$ cat config.mk
export PLATFORM = sky130hd
export DESIGN_NAME = pfd_lockwin
export DESIGN_NICKNAME = d
export VERILOG_FILES = /design/src/rtl/pfd_pkg.sv /design/src/rtl/pfd_seq.sv /design/src/rtl/pfd_meter.sv /design/src/rtl/pfd_lockwin.sv
export SDC_FILE = /design/constraint.sdc
export NUM_CORES = 1
export LEC_CHECK = 0
export ABC_AREA = 1
export CORE_MARGIN = 2
export CORE_UTILIZATION = 50
export CTS_CLUSTER_SIZE = 16
export DETAILED_ROUTE_END_ITERATION = 7
export GPL_ROUTABILITY_DRIVEN = 0
export PLACE_DENSITY_LB_ADDON = 0.25
export SETUP_SLACK_MARGIN = 0.1
export SLEW_MARGIN = 20
export SYNTH_ARGS = -nofsm -noshare
export SYNTH_HDL_FRONTEND = slang
export SYNTH_SLANG_ARGS = --single-unit
$ cat constraint.sdc
create_clock -name clk -period 4.5 [get_ports clk]
set_input_delay 0.9 -clock clk [delete_from_list [all_inputs] [get_ports clk]]
set_output_delay 0.9 -clock clk [all_outputs]
set_load 0.005 [all_outputs]
$ cat src/rtl/pfd_pkg.sv
`timescale 1ns/1ps
package pfd_pkg;
    typedef enum logic [1:0] {
        ST_IDLE     = 2'd0,
        ST_REF_LEAD = 2'd1,
        ST_VCO_LEAD = 2'd2,
        ST_CLEAR    = 2'd3
    } pfd_state_t;
endpackage

$ cat src/rtl/pfd_seq.sv
`timescale 1ns/1ps
module pfd_seq
    import pfd_pkg::*;
(
    input  logic       clk,
    input  logic       rst_n,
    input  logic       ref_evt,
    input  logic       vco_evt,
    output pfd_state_t state,
    output logic       start,
    output logic       close,
    output logic       coincide
);
    pfd_state_t state_nx;

    always_ff @(posedge clk or negedge rst_n) begin
        if (!rst_n) state <= ST_IDLE;
        else        state <= state_nx;
    end

    always_comb begin
        state_nx = state;
        start    = 1'b0;
        close    = 1'b0;
        coincide = 1'b0;
        unique case (state)
            ST_IDLE: begin
                if (ref_evt && vco_evt) begin          // T_COINCIDE
                    state_nx = ST_CLEAR;
                    close    = 1'b1;
                    coincide = 1'b1;
                end else if (ref_evt) begin            // T_REF_FIRST
                    state_nx = ST_REF_LEAD;
                    start    = 1'b1;
                end else if (vco_evt) begin            // T_VCO_FIRST
                    state_nx = ST_VCO_LEAD;
                    start    = 1'b1;
                end
            end
            ST_REF_LEAD: begin
                if (vco_evt) begin                     // T_VCO_CLOSE
                    state_nx = ST_CLEAR;
                    close    = 1'b1;
                end
            end
            ST_VCO_LEAD: begin
                if (ref_evt) begin                     // T_REF_CLOSE
                    state_nx = ST_CLEAR;
                    close    = 1'b1;
                end
            end
            ST_CLEAR: state_nx = ST_IDLE;              // T_RELEASE
        endcase
    end

    AST_CLEAR_ONE_CYCLE: assert property (@(posedge clk) disable iff (!rst_n)
        state == ST_CLEAR |=> state == ST_IDLE);
    AST_REF_LEAD_HOLDS: assert property (@(posedge clk) disable iff (!rst_n)
        (state == ST_REF_LEAD && !vco_evt) |=> state == ST_REF_LEAD);
    AST_VCO_LEAD_HOLDS: assert property (@(posedge clk) disable iff (!rst_n)
        (state == ST_VCO_LEAD && !ref_evt) |=> state == ST_VCO_LEAD);
endmodule

$ cat src/rtl/pfd_meter.sv
`timescale 1ns/1ps
module pfd_meter
    import pfd_pkg::*;
#(
    parameter int WIN_W = 8
) (
    input  logic             clk,
    input  logic             rst_n,
    input  pfd_state_t       state,
    input  logic             start,
    input  logic             close,
    input  logic             coincide,
    input  logic [WIN_W-1:0] win_cycles,
    output logic             locked
);
    localparam int CNT_W = WIN_W;
    localparam logic [CNT_W-1:0] CNT_MAX = {CNT_W{1'b1}};

    logic [CNT_W-1:0] cnt;
    logic [CNT_W-1:0] measured;
    logic             leading;

    assign leading  = (state == ST_REF_LEAD) || (state == ST_VCO_LEAD);
    assign measured = coincide ? '0 : cnt;

    always_ff @(posedge clk or negedge rst_n) begin
        if (!rst_n) begin
            cnt <= '0;
        end else if (start) begin
            cnt <= CNT_W'(1);
        end else if (leading && !close && cnt != CNT_MAX) begin
            cnt <= cnt + CNT_W'(1);
        end
    end

    always_ff @(posedge clk or negedge rst_n) begin
        if (!rst_n) begin
            locked <= 1'b0;
        end else if (close) begin
            locked <= (measured < win_cycles);
        end else if (leading && cnt >= win_cycles) begin
            locked <= 1'b0;
        end
    end

    AST_START_AT_ONE: assert property (@(posedge clk) disable iff (!rst_n)
        start |=> cnt == CNT_W'(1));
    AST_NO_WRAP: assert property (@(posedge clk) disable iff (!rst_n)
        (leading && !close && !start && cnt == CNT_MAX) |=> cnt == CNT_MAX);
    AST_ZERO_WINDOW: assert property (@(posedge clk) disable iff (!rst_n)
        (close && win_cycles == '0) |=> !locked);
    AST_EARLY_UNLOCK: assert property (@(posedge clk) disable iff (!rst_n)
        (leading && !close && cnt >= win_cycles) |=> !locked);
endmodule

$ cat src/rtl/pfd_lockwin.sv
`timescale 1ns/1ps
module pfd_lockwin
    import pfd_pkg::*;
#(
    parameter int WIN_W = 8
) (
    input  logic             clk,
    input  logic             rst_n,
    input  logic             ref_evt,
    input  logic             vco_evt,
    input  logic [WIN_W-1:0] win_cycles,
    output logic             up,
    output logic             down,
    output logic             err_oe,
    output logic             lock_n,
    output logic             lock_oe
);
    pfd_state_t state;
    logic       start;
    logic       close;
    logic       coincide;
    logic       locked;

    pfd_seq u_seq (
        .clk      (clk),
        .rst_n    (rst_n),
        .ref_evt  (ref_evt),
        .vco_evt  (vco_evt),
        .state    (state),
        .start    (start),
        .close    (close),
        .coincide (coincide)
    );

    pfd_meter #(.WIN_W(WIN_W)) u_meter (
        .clk        (clk),
        .rst_n      (rst_n),
        .state      (state),
        .start      (start),
        .close      (close),
        .coincide   (coincide),
        .win_cycles (win_cycles),
        .locked     (locked)
    );

    always_comb begin
        up      = 1'b0;
        down    = 1'b0;
        unique case (state)
            ST_IDLE:     ;
            ST_REF_LEAD: down = !locked;
            ST_VCO_LEAD: up   = !locked;
            ST_CLEAR:    ;
        endcase
        err_oe  = up || down;
        lock_oe = locked;
        lock_n  = !locked;
    end

    AST_ONE_DIRECTION: assert property (@(posedge clk) disable iff (!rst_n)
        !(up && down));
    AST_DOWN_AFTER_REF: assert property (@(posedge clk) disable iff (!rst_n)
        (state == ST_IDLE && ref_evt && !vco_evt && !locked) |=> down);
    AST_UP_AFTER_VCO: assert property (@(posedge clk) disable iff (!rst_n)
        (state == ST_IDLE && vco_evt && !ref_evt && !locked) |=> up);
endmodule

==> reports/results.txt, run 1 <==
Tmin final = 2620 ps
Avg Inst Size Synth = 6.83 um2
Area Overhead vs Synth = 17.6%
final-report max-slew violation count = 0
Critical-path top delay cell = clkdlybuf4s50_1
synth top area cells = ha_1, dfrtp_1, nand2_1, inv_1, nand3_1
initial antenna violation count = 0
most instantiated cells after synthesis = nand2_1, inv_1, ha_1
Buffers on Ports = 16
ANT nets after route = 0
most frequent CP cell = inv_1
Synth async-reset ratio = 100%
number of buffers created by CTS = 3
drt total wl = 2.60 mm
Buf/Inv on CP = 3
CP Launch Point = u_seq.state[0]
via count = 1120
reg2reg path depth = 11
GRT Overall Usage = 22.8%
startpoint types = flip-flop
delay-heaviest family, CP = buffers and inverters
Synth cell types = 19
Cell Area, Synth = 1220 um2
Min Hold Slack = 595 ps
hold path start = u_meter.cnt[6]
Data required, critical path = 3600 ps
peak supply drop = 0.356 mV
Max-slew headroom = 63.1%
post-CTS setup buffers = 0
vias per cell = 4.98
f_max = 0.382 GHz
clk buf depth = 2
Starting Density = 53.9%
status = complete, no violations
Yosys top cell area share = 23.7%
core region area = 2250 um2
Seq cells post-synth = 11
Worst Max-Slew Pin Slew = 551 ps
htree depth = 1
CTS clk-pin slew, worst paths = 80 ps
RSZ-0062 raised after global routing = no
CTS Hold Buffers Added = 0
max cap viols = 0
TNS Setup = 0 ps
CTS tree = yes
number of synthesized flops with an enable pin = 0
chip height = 53.3 um
Root Buffer = clkbuf_4
grt total ovfl = 0
Hold Crit Endpoint = u_meter.cnt[6]
Initial DRT Pass Iterations = 4
Seq/Total Area, Yosys = 22.6%
clk sink count = 11
Clock Latency Late Sink = 270 ps
Final setup violation count = 0
Die Wd = 53.3 um
CP Class = reg2out
yosys warns = 0
CP Max Fanout = 3
post-CTS sizing = 0
first-pass GRT wire length = 4.62 mm
fin nets = 233
Die ar. = 2840 um2
vias in the first global route = 1054
count leader, synth = nand2_1
cell taking the most area after synthesis = ha_1
Mapped Nets = 213
worst r2r dst = u_meter.locked
Min-Delay Path Depth = 2
detailed placement HPWL = 2.15 mm
largest net degree at the start of global routing = 16
worst reg2reg startpoint = u_seq.state[1]
r2r setup slk = 2550 ps
row count = 17
final cycle utilization of the critical path = 58.2%
Setup Skew = 8.06 ps
CP cell instances = inv_1 > ha_1 > inv_1 > a21oi_1 > clkdlybuf4s50_1
IO Pins = 17
CP peak stage delay = 510 ps
endpoints failing hold = 0
PD cells = 498 nW/um2
main flop type after synthesis = dfrtp_1
worst path arrival time = 1720 ps
cells after synthesis = 178
DRC = 0
# diodes = 0
layout cells sized above 1 = 4.57%
wire length per cell = 11.6 um
worst hold path type = reg2reg
Leak Pwr = 0.815 nW
DR iter-0 viols = 30
CP Capture Type = primary output
## report_power, final
part	total, mW	internal (mW)	switching, mW
clock	0.0711	0.0343	0.0368
combinational	0.463	0.187	0.276
sequential	0.178	0.135	0.0433
## cells by family (layout without fill, tap and decap cells)
family	after synthesis	after routing	synth area share, %
AO/OA/AOI/OAI	19	19	8.75
buffers and inverters	35	54	11.1
flip-flops	11	11	22.6
AND/OR/NAND/NOR	86	86	31.0
adder cells (fa/ha/maj)	23	23	23.7
XOR/XNOR	4	4	2.88
## layer usage
metal  global-route usage (%)  vias up  share of wire (%)
li1                         -      601                  -
met1                     29.9      487                 48
met2                     37.2       26                 47
met3                     3.11        6                4.5
met4                     8.97        0                1.4
met5                        0        -                  0
## worst min-delay path, cell delays in order (launching register included)
cell     delay, ps
dfrtp_1        410
nand3_1         90
nand2_1         60
## worst max-delay path by stage
stage / cells after the start / to / slack (ps)
after floorplan: 10 / u_meter.locked / 2440
after global placement: 11 / u_meter.locked / 1790
after detailed placement: 11 / u_meter.locked / 1690
after CTS: 5 / err_oe / 1860
after global routing: 11 / u_meter.locked / 1750
final: 5 / err_oe / 1880
## layout by cell type, fill, tap and decap left out, types with 3 or more instances in the layout
master,instances
a21oi_1,8
clkbuf_4,3
clkdlybuf4s50_1,16
dfrtp_1,11
ha_1,23
inv_1,33
nand2_1,47
nand3_1,17
nor2_1,16
o21ai_0,7
xor2_1,4
## through the flow
stage	util [%]	power (mW)	setup slack [ps]	cell area, um2	instances
global route	63.4	0.799	1750	1430	225
global placement	62.3	0.626	1790	1400	221
CTS	63.4	0.719	1860	1430	225
floorplan	-	0.503	2440	1220	178
detailed placement	62.3	0.643	1690	1400	221
finish	63.4	0.713	1880	1430	225
## flip-flops by register name, indices dropped and copies added, names as in the netlist
register and flops:
u_meter.locked 1, u_meter.cnt 8, u_seq.state 2
## final cells by class
cell class / instances / area (um2)
fillers: 222 / 825
multi-input cells: 132 / 806
flip-flops and latches: 11 / 275
repair buffers: 16 / 160
inverters: 34 / 128
well taps: 28 / 35.0
clock buffers: 4 / 26.3
Note: power is estimated with default switching activity, not from simulation.
==> run 2, diff against run 1 <==
Clock period 4.5 ns to 2.55 ns, I/O delays scaled along.
==> reports/results.txt, run 2 (same netlist as run 1, synthesis figures left out) <==
reg2reg path depth = 11
max cap viols = 0
startpoint types = flip-flop
worst hold path type = in2async
final-report max-slew violation count = 0
fin nets = 234
PD cells = 882 nW/um2
htree depth = 1
Clock Latency Late Sink = 270 ps
CP Capture Type = primary output
CP peak stage delay = 510 ps
TNS Setup = 0 ps
Largest Register = u_meter.cnt
commonest cells after routing, fill and taps aside = nand2_1, inv_1, ha_1
initial antenna violation count = 0
Min Hold Slack = 586 ps
vias per cell = 4.92
Starting Density = 53.9%
CTS tree = yes
max FFs per register = 8
Initial DRT Pass Iterations = 4
core region area = 2250 um2
# diodes = 0
layout cells sized above 1 = 5.05%
Die ar. = 2840 um2
Data required, critical path = 2040 ps
clk sink count = 11
worst reg2reg startpoint = u_seq.state[0]
Final setup violation count = 0
post-CTS setup buffers = 0
vias in the first global route = 998
f_max = 0.454 GHz
Leak Pwr = 0.820 nW
CP cell instances = inv_1 > ha_1 > inv_1 > a21oi_1 > clkdlybuf4s50_1
CTS Hold Buffers Added = 0
Buffers on Ports = 16
ANT nets after route = 0
Worst Setup Slack, final = 349 ps
number of buffers created by CTS = 3
wire length per cell = 11.3 um
clk buf depth = 2
CP Launch Point = u_seq.state[0]
Root Buffer = clkbuf_4
worst path arrival time = 1690 ps
first-pass GRT wire length = 4.44 mm
most common cell after layout, fill and taps aside = nand2_1
largest net degree at the start of global routing = 13
IO Pins = 17
drt total wl = 2.55 mm
endpoints failing hold = 0
CTS clk-pin slew, worst paths = 80 ps
critical path endpoint = err_oe
DRC = 0
number of fill cells in the layout = 210
chip height = 53.3 um
most frequent CP cell = inv_1
Max-slew headroom = 63.7%
detailed placement HPWL = 2.08 mm
RSZ-0062 raised after global routing = no
r2r setup slk = 610 ps
final cycle utilization of the critical path = 86.3%
worst r2r dst = u_meter.locked
Critical-path top delay cell = clkdlybuf4s50_1
Place WS = 144 ps
GRT Overall Usage = 21.7%
peak supply drop = 0.632 mV
via count = 1111
post-CTS sizing = 0
Area Overhead vs Synth = 18.2%
CP Class = reg2out
status = complete, no violations
row count = 17
Setup Skew = 3.68 ps
Tmin final = 2200 ps
Die Wd = 53.3 um
CP Max Fanout = 3
DR iter-0 viols = 22
top flop regs = u_meter.cnt: 8 flops, u_seq.state: 2 flops, u_meter.locked: 1 flops
Worst Max-Slew Pin Slew = 542 ps
grt total ovfl = 0
==> run 2: cell count changes in the layout (fill, tap and decap cells not counted), sizes merged <==
cell	before	now
buf	0	1
==> run 2: worst max-delay path, delay by kind of cell, from the launching register on <==
kind                       cells  cell delay [ps]
AOI/OAI and AO/OA              1              140
buffers and inverters          3              690
adders and majority gates      1              180
DFF                            1              410
==> run 2: worst min-delay path by stage <==
stage / endpoint
after detailed placement: u_meter.cnt[7]
after global placement: u_meter.cnt[7]
final: u_seq.state[0]
after CTS: u_meter.cnt[7]
after global routing: u_seq.state[0]
after floorplan: u_meter.cnt[0]
==> run 2: report_power, final <==
group	switching (mW)	internal, mW
registers	0.0772	0.238
clock network	0.0637	0.0605
logic	0.491	0.337
total	0.632	0.635
==> run 2: per-layer routing <==
layer	track usage (%)	wire length, um
met1	30.1	1280
met2	34.6	1160
met3	3.11	92
met4	5.98	18
met5	0	0
==> run 2: per-stage QoR <==
stage | utilization (%) | area [um2] | std cells | power, mW
after global routing | 63.8 | 1440 | 226 | 1.42
after detailed placement | 62.6 | 1410 | 222 | 1.14
final | 63.8 | 1440 | 226 | 1.27
after floorplan | - | 1220 | 178 | 0.888
after global placement | 62.6 | 1410 | 222 | 1.11
after CTS | 63.8 | 1440 | 226 | 1.27
==> run 2: area by class of cell <==
class                   count  area (um2)  area share (%)
clock buffers               4        26.3            1.83
well taps                  28        35.0            2.44
repair buffers             17         168            11.7
multi-input cells         132         806            56.0
inverters                  34         128            8.88
flip-flops and latches     11         275            19.1
==> run 3, diff against run 2 <==
Settings changed: GPL_ROUTABILITY_DRIVEN 0 to 1.
==> results of run 3 <==
Same layout as run 2: the final DEF is identical, and so are final timing and power.
